## config.mk

```make
export PLATFORM = sky130hd
export DESIGN_NAME = supply_supervisor
export DESIGN_NICKNAME = d
export VERILOG_FILES = /design/src/rtl/supv_pkg.sv /design/src/rtl/supv_debounce.sv /design/src/rtl/supv_timers.sv /design/src/rtl/supv_ctrl.sv /design/src/rtl/supply_supervisor.sv
export SDC_FILE = /design/constraint.sdc
export NUM_CORES = 1
export LEC_CHECK = 0
export BUFFER_PORTS_ARGS = -buffer_cell sky130_fd_sc_hd__buf_2
export CORE_MARGIN = 1
export CORE_UTILIZATION = 54
export DETAILED_ROUTE_END_ITERATION = 12
export PLACE_DENSITY = 0.84
export SYNTH_ARGS = -nofsm -noshare
export SYNTH_HDL_FRONTEND = slang
export SYNTH_SLANG_ARGS = --single-unit
```

## constraint.sdc

```tcl
create_clock -name clk -period 2.1 [get_ports clk]
set_input_delay 0.42 -clock clk [delete_from_list [all_inputs] [get_ports clk]]
set_output_delay 0.42 -clock clk [all_outputs]
set_load 0.01 [all_outputs]
```

## src/rtl/supv_pkg.sv

```systemverilog
package supv_pkg;
  localparam int NFAULT      = 4;
  localparam int F_OVERLOAD  = 0;
  localparam int F_OVERVOLT  = 1;
  localparam int F_TEMP      = 2;
  localparam int F_EXTLATCH  = 3;

  typedef enum logic [2:0] {
    ST_STARTUP,
    ST_RUN,
    ST_FAULT_HI,
    ST_PROT_LOW,
    ST_PROT_CHG
  } state_e;

  typedef struct packed {
    logic overloadArm;
    logic clearAll;
  } strobe_t;
endpackage

```

## src/rtl/supv_debounce.sv

```systemverilog
module supv_debounce #(
  parameter int unsigned LIMIT = 4
) (
  input  logic clk,
  input  logic rstN,
  input  logic tick,
  input  logic cond,
  output logic trip
);
  localparam int W = $clog2(LIMIT + 1);
  localparam logic [W-1:0] LIM = W'(LIMIT);

  logic [W-1:0] cnt;

  always_ff @(posedge clk or negedge rstN) begin
    if (!rstN)                   cnt <= '0;
    else if (!cond)              cnt <= '0;
    else if (tick && cnt != LIM) cnt <= cnt + 1'b1;
  end

  assign trip = (cnt == LIM);

  assert_count_cap_R4: assert property (@(posedge clk) disable iff (!rstN)
    cnt <= LIM);
  assert_trip_needs_cond_R4: assert property (@(posedge clk) disable iff (!rstN)
    trip |-> $past(cond));
endmodule

```

## src/rtl/supv_timers.sv

```systemverilog
module supv_timers
  import supv_pkg::*;
#(
  parameter int unsigned OVERLOAD_TICKS = 57500,
  parameter int unsigned OVERVOLT_TICKS = 205,
  parameter int unsigned TEMP_TICKS     = 14500,
  parameter int unsigned EXTLATCH_TICKS = 185
) (
  input  logic              clk,
  input  logic              rstN,
  input  logic              tick,
  input  logic [NFAULT-1:0] condVec,
  input  strobe_t           strobe,
  output logic [NFAULT-1:0] tripVec
);
  localparam int unsigned LIMS [NFAULT] =
    '{OVERLOAD_TICKS, OVERVOLT_TICKS, TEMP_TICKS, EXTLATCH_TICKS};

  for (genvar g = 0; g < NFAULT; g++) begin : g_timer
    logic armed;
    if (g == F_OVERLOAD) begin : g_arm
      assign armed = condVec[g] && strobe.overloadArm && !strobe.clearAll;
    end else begin : g_free
      assign armed = condVec[g] && !strobe.clearAll;
    end
    supv_debounce #(.LIMIT(LIMS[g])) u_deb (
      .clk (clk),
      .rstN(rstN),
      .tick(tick),
      .cond(armed),
      .trip(tripVec[g])
    );
  end
endmodule

```

## src/rtl/supv_ctrl.sv

```systemverilog
module supv_ctrl
  import supv_pkg::*;
(
  input  logic              clk,
  input  logic              rstN,
  input  logic              vddAboveOn,
  input  logic              vddAboveOff,
  input  logic              vddAboveRestart,
  input  logic              vddAboveUvlo,
  input  logic              vddAboveRelease,
  input  logic              vddAboveAc,
  input  logic              lineOk,
  input  logic              latchOverload,
  input  logic [NFAULT-1:0] tripVec,
  output strobe_t           strobe,
  output logic              hvStartEn,
  output logic              pwmRun,
  output logic              protMode,
  output logic [NFAULT-1:0] faultStatus
);
  state_e state, nextState;
  logic [NFAULT-1:0] faultQ;
  logic latchedQ;
  logic startOk, anyTrip, inFault, enterFault, releaseNow;

  assign startOk    = vddAboveOn && vddAboveAc && lineOk;
  assign anyTrip    = |tripVec;
  assign inFault    = (state == ST_FAULT_HI) || (state == ST_PROT_LOW) ||
                      (state == ST_PROT_CHG);
  assign enterFault = ((state == ST_STARTUP) || (state == ST_RUN)) && anyTrip;
  assign releaseNow = inFault && !vddAboveRelease;

  always_comb begin
    nextState = state;
    unique case (state)
      ST_STARTUP: begin
        if (anyTrip)      nextState = ST_FAULT_HI;
        else if (startOk) nextState = ST_RUN;
      end
      ST_RUN: begin
        if (anyTrip)                      nextState = ST_FAULT_HI;
        else if (!vddAboveUvlo || !lineOk) nextState = ST_STARTUP;
      end
      ST_FAULT_HI: begin
        if (!vddAboveRelease)  nextState = ST_STARTUP;
        else if (!vddAboveOff) nextState = ST_PROT_LOW;
      end
      ST_PROT_LOW: begin
        if (!vddAboveRelease)      nextState = ST_STARTUP;
        else if (!vddAboveRestart) nextState = ST_PROT_CHG;
      end
      ST_PROT_CHG: begin
        if (!vddAboveRelease) nextState = ST_STARTUP;
        else if (vddAboveOn) begin
          if (latchedQ)     nextState = ST_PROT_LOW;
          else if (startOk) nextState = ST_RUN;
          else              nextState = ST_STARTUP;
        end
      end
      default: nextState = ST_STARTUP;
    endcase
  end

  always_ff @(posedge clk or negedge rstN) begin
    if (!rstN) begin
      state    <= ST_STARTUP;
      faultQ   <= '0;
      latchedQ <= 1'b0;
    end else begin
      state <= nextState;
      if (enterFault) begin
        faultQ   <= tripVec;
        latchedQ <= (|tripVec[NFAULT-1:1]) ||
                    (tripVec[F_OVERLOAD] && latchOverload);
      end else if (releaseNow) begin
        faultQ   <= '0;
        latchedQ <= 1'b0;
      end else if (state == ST_FAULT_HI && !vddAboveOff && !latchedQ) begin
        faultQ <= '0;
      end
    end
  end

  assign pwmRun             = (state == ST_RUN);
  assign hvStartEn          = ((state == ST_STARTUP) && !vddAboveOn) ||
                              (state == ST_PROT_CHG);
  assign protMode           = (state == ST_PROT_LOW) || (state == ST_PROT_CHG);
  assign faultStatus        = faultQ;
  assign strobe.overloadArm = (state == ST_RUN);
  assign strobe.clearAll    = inFault;

  assert_start_gate_R1: assert property (@(posedge clk) disable iff (!rstN)
    $rose(pwmRun) |-> $past(vddAboveOn && vddAboveAc && lineOk));
  assert_uvlo_stop_R2: assert property (@(posedge clk) disable iff (!rstN)
    (pwmRun && !vddAboveUvlo) |=> !pwmRun);
  assert_fault_stop_R5: assert property (@(posedge clk) disable iff (!rstN)
    (pwmRun && anyTrip) |=> (!pwmRun && faultStatus != '0));
  assert_latch_no_resume_R9: assert property (@(posedge clk) disable iff (!rstN)
    ($past(latchedQ) && $past(vddAboveRelease) && $past(protMode)) |-> !pwmRun);
  assert_release_R10: assert property (@(posedge clk) disable iff (!rstN)
    (protMode && !vddAboveRelease) |=> (faultStatus == '0 && !protMode));
endmodule

```

## src/rtl/supply_supervisor.sv

```systemverilog
module supply_supervisor
  import supv_pkg::*;
#(
  parameter int unsigned OVERLOAD_TICKS = 57500,
  parameter int unsigned OVERVOLT_TICKS = 205,
  parameter int unsigned TEMP_TICKS     = 14500,
  parameter int unsigned EXTLATCH_TICKS = 185
) (
  input  logic       clk,
  input  logic       rstN,
  input  logic       tick,
  input  logic       vddAboveOn,
  input  logic       vddAboveOff,
  input  logic       vddAboveRestart,
  input  logic       vddAboveUvlo,
  input  logic       vddAboveRelease,
  input  logic       vddAboveAc,
  input  logic       vddOverVolt,
  input  logic       lineOk,
  input  logic       fbOverload,
  input  logic       rtBelowTemp,
  input  logic       rtBelowLatch,
  input  logic       latchOverload,
  output logic       hvStartEn,
  output logic       pwmRun,
  output logic       protMode,
  output logic [3:0] faultStatus
);
  logic [NFAULT-1:0] condVec, tripVec;
  strobe_t strobe;

  assign condVec = {rtBelowLatch, rtBelowTemp, vddOverVolt, fbOverload};

  supv_timers #(
    .OVERLOAD_TICKS(OVERLOAD_TICKS),
    .OVERVOLT_TICKS(OVERVOLT_TICKS),
    .TEMP_TICKS    (TEMP_TICKS),
    .EXTLATCH_TICKS(EXTLATCH_TICKS)
  ) u_timers (
    .clk    (clk),
    .rstN   (rstN),
    .tick   (tick),
    .condVec(condVec),
    .strobe (strobe),
    .tripVec(tripVec)
  );

  supv_ctrl u_ctrl (
    .clk            (clk),
    .rstN           (rstN),
    .vddAboveOn     (vddAboveOn),
    .vddAboveOff    (vddAboveOff),
    .vddAboveRestart(vddAboveRestart),
    .vddAboveUvlo   (vddAboveUvlo),
    .vddAboveRelease(vddAboveRelease),
    .vddAboveAc     (vddAboveAc),
    .lineOk         (lineOk),
    .latchOverload  (latchOverload),
    .tripVec        (tripVec),
    .strobe         (strobe),
    .hvStartEn      (hvStartEn),
    .pwmRun         (pwmRun),
    .protMode       (protMode),
    .faultStatus    (faultStatus)
  );
endmodule

```

==> results.sh <==
export IMPL_hpwl_mm=4.400
export IMPL_ys_top_cells_by_area="dfrtp_1 (45%), xor2_1 (7.4%), nor2_1 (6.3%)"
export IMPL_synth_area_leader_cell="dfrtp_1"
export IMPL_status="complete, but fails checks"
export IMPL_min_period_ps=2128
export IMPL_leakage_nw=1.453
export IMPL_grt_max_degree=33
export IMPL_synth_cell_area_um2=2972
export IMPL_multi_input_area_um2=1570
export IMPL_async_flop_share_pct=100.0
export IMPL_die_y_um=76.18
export IMPL_fmax_mhz=470.0
export IMPL_setup_ws_ps=-27.63
export IMPL_endpoint_kind="register"
export IMPL_final_area_um2=3406
export IMPL_irDropWorstVdd_mv=0.4247
export IMPL_die_x_um=76.18
export IMPL_ctsHtreeMaxLevel=2
export IMPL_seq_area_um2=1351
export IMPL_drtIter0Drc=231
export IMPL_timing_hold_ws_ps=85.46
export IMPL_setup_viol_count_final=3
export IMPL_grt_pass1_wl_mm=10.52
export IMPL_antenna_found_initial=0
export IMPL_cap_violations=0
export IMPL_fin_crit_sh_pct=101.3
export IMPL_startpoint_type="register"
export IMPL_crit_arrival_ps=2330
export IMPL_place_gp_congestion=0.9087
export IMPL_power_density_nw_per_um2=561.7
export IMPL_slew_viol_final=0
export IMPL_syn_instance_count=317
export IMPL_synth_top_area_share_pct=45.47
export IMPL_diodes=0
export IMPL_cts_tree="yes"
export IMPL_synthFlopType="dfrtp_1"
export IMPL_tritoncts_num_buffers=5
export IMPL_worstSetupPathType="reg2reg"
export IMPL_critPathRequiredTime_ps=2310
export IMPL_maxSlewHeadroom_pct=63.88
export IMPL_syn_num_nets=340
export IMPL_hold_buffers=0
export IMPL_final_cell_mix="dfrtp_1 (54), nor2_1 (50), nand2_1 (30), xor2_1 (25), buf_2 (21)"
export IMPL_grtUsageTotal_pct=22.77
export IMPL_drive_gt1_share_pct=17.18
export IMPL_hold_path_class="in2async"
export IMPL_clockBufferDepth=2
export IMPL_wl_per_cell_um=15.29
export IMPL_nNetsFinal=377
export IMPL_place_area_um2=3244
export IMPL_rsz0062_at_grt="true"
export IMPL_drtAntennaViolNets=0
export IMPL_hold_viol=0
export IMPL_ys_ff_latch=54
export IMPL_layout_commonest_cell="dfrtp_1"
export IMPL_post_place_ws_ps=23.70
export IMPL_first_global_vias=2322
export IMPL_worstMarginPinSlew_ps=540.5
export IMPL_tns_ps=-76.43
export IMPL_cts_num_sinks=54
export IMPL_drc=0
export IMPL_path_max_fanout=7
export IMPL_initial_core_util_pct=57.09
export IMPL_seq_area_frac_synth_pct=45.47
export IMPL_dieArea_um2=5803
export IMPL_clk_pin_slew_ps=90
export IMPL_io_pin_count=22
export IMPL_violations="negative setup slack"
export IMPL_root_buffer="clkbuf_8"
export IMPL_drt_wl_total_mm=6.498
export IMPL_skew_ps=6.885
export IMPL_clk_latency_ps=310
export IMPL_syn_mean_instance_area_um2=9.374
export IMPL_report_power_total_mw=1.913
export IMPL_area_growth_syn_to_layout_pct=14.61
export IMPL_synth_cell_types=50
export IMPL_via_count=2533
export IMPL_yosysWarnings=0
export IMPL_via_per_inst=5.960
export IMPL_firstDrtPassIters=5
export IMPL_num_rows=26
export IMPL_core_um2=5205
export IMPL_grt_overflow_total=0
export IMPL_synth_edff_count=0
export IMPL_place_port_buffers=21
export IMPL_fillers=413
-- state kept, by name, indices dropped and copies added, names as in the netlist --
register	cells
u_ctrl.latchedQ	1
u_timers.g_timer.u_deb.cnt	46
u_ctrl.faultStatus	4
u_ctrl.state	3
-- timing repair --
action                     CTS  global route
buffers inserted             0             1
gates resized for setup      0            12
setup endpoints to repair    0             7
-- final timing paths --
kind / from / endpoint / depth (start not counted) / slack (ps)
max in group asynchronous: rstN / u_timers.g_timer[2].u_deb.cnt[9] / 2 / 1470
min in group clk: vddAboveRelease / u_ctrl.state[2] / 2 / 430
worst max register to register: u_timers.g_timer[0].u_deb.cnt[8] / u_ctrl.faultStatus[3] / 5 / -30
worst min register to register: u_timers.g_timer[2].u_deb.cnt[0] / u_timers.g_timer[2].u_deb.cnt[0] / 3 / 540
worst min-delay path: rstN / u_timers.g_timer[0].u_deb.cnt[13] / 1 / 90
worst max-delay path: u_timers.g_timer[0].u_deb.cnt[8] / u_ctrl.faultStatus[3] / 5 / -30
-- worst max-delay path: stages, from the launching register on --
cell      delay (ps)
dfrtp_1          390
or4_4            560
or4_4            550
nand4_1          170
a21oi_2          120
a2bb2o_4         240
-- through the flow --
step | utilization (%) | std cells
floorplan | - | 317
global placement | 62.33 | 416
detailed placement | 62.33 | 416
CTS | 64.09 | 424
global route | 65.43 | 425
finish | 65.43 | 425
-- cells by family after synthesis --
logic type	synth area share, %
AO/OA/AOI/OAI	7.285
AND/OR/NAND/NOR	28.04
multiplexers	0.3789
XOR/XNOR	11.79
flip-flops	45.47
adder cells (fa/ha/maj)	3.369
buffers and inverters	3.663
-- cells in the mapped netlist, types with 3 or more instances --
| library cell | count |
|---|---|
| xor2_1 | 25 |
| inv_1 | 15 |
| a21oi_1 | 6 |
| a2bb2o_1 | 3 |
| nor3_1 | 7 |
| nor2_1 | 50 |
| nor4_1 | 5 |
| xnor2_1 | 15 |
| and3_1 | 4 |
| ha_1 | 8 |
| clkbuf_1 | 4 |
| nor3b_1 | 3 |
| o21ai_0 | 4 |
| nand4_1 | 20 |
| and2_1 | 4 |
| dfrtp_1 | 54 |
| nand2_1 | 30 |
| and4_1 | 3 |
| nand3_1 | 18 |
-- report_power, final --
part           total [mW]  internal, mW  switching, mW
clock               0.596         0.267          0.330
sequential           1.09          1.06         0.0314
combinational       0.224        0.0853          0.138
-- layer usage --
metal | track usage [%] | part of all wire [%] | vias to the layer above
met3 | 4.551 | 6.0 | 11
met1 | 31.88 | 47 | 1227
li1 | - | - | 1182
met5 | 0 | 0 | -
met2 | 34.82 | 46 | 113
met4 | 9.231 | 1.9 | 0
-- final cells by class --
| type | instances | share of cell area [%] |
|---|---|---|
| inverters | 15 | 1.653 |
| flip-flops and latches | 54 | 39.68 |
| repair buffers | 38 | 7.311 |
| well taps | 70 | 2.572 |
| multi-input cells | 240 | 46.11 |
| clock buffers | 7 | 2.535 |
| clock inverters | 1 | 0.1470 |
No activity file was read; power rests on OpenSTA's default activity.
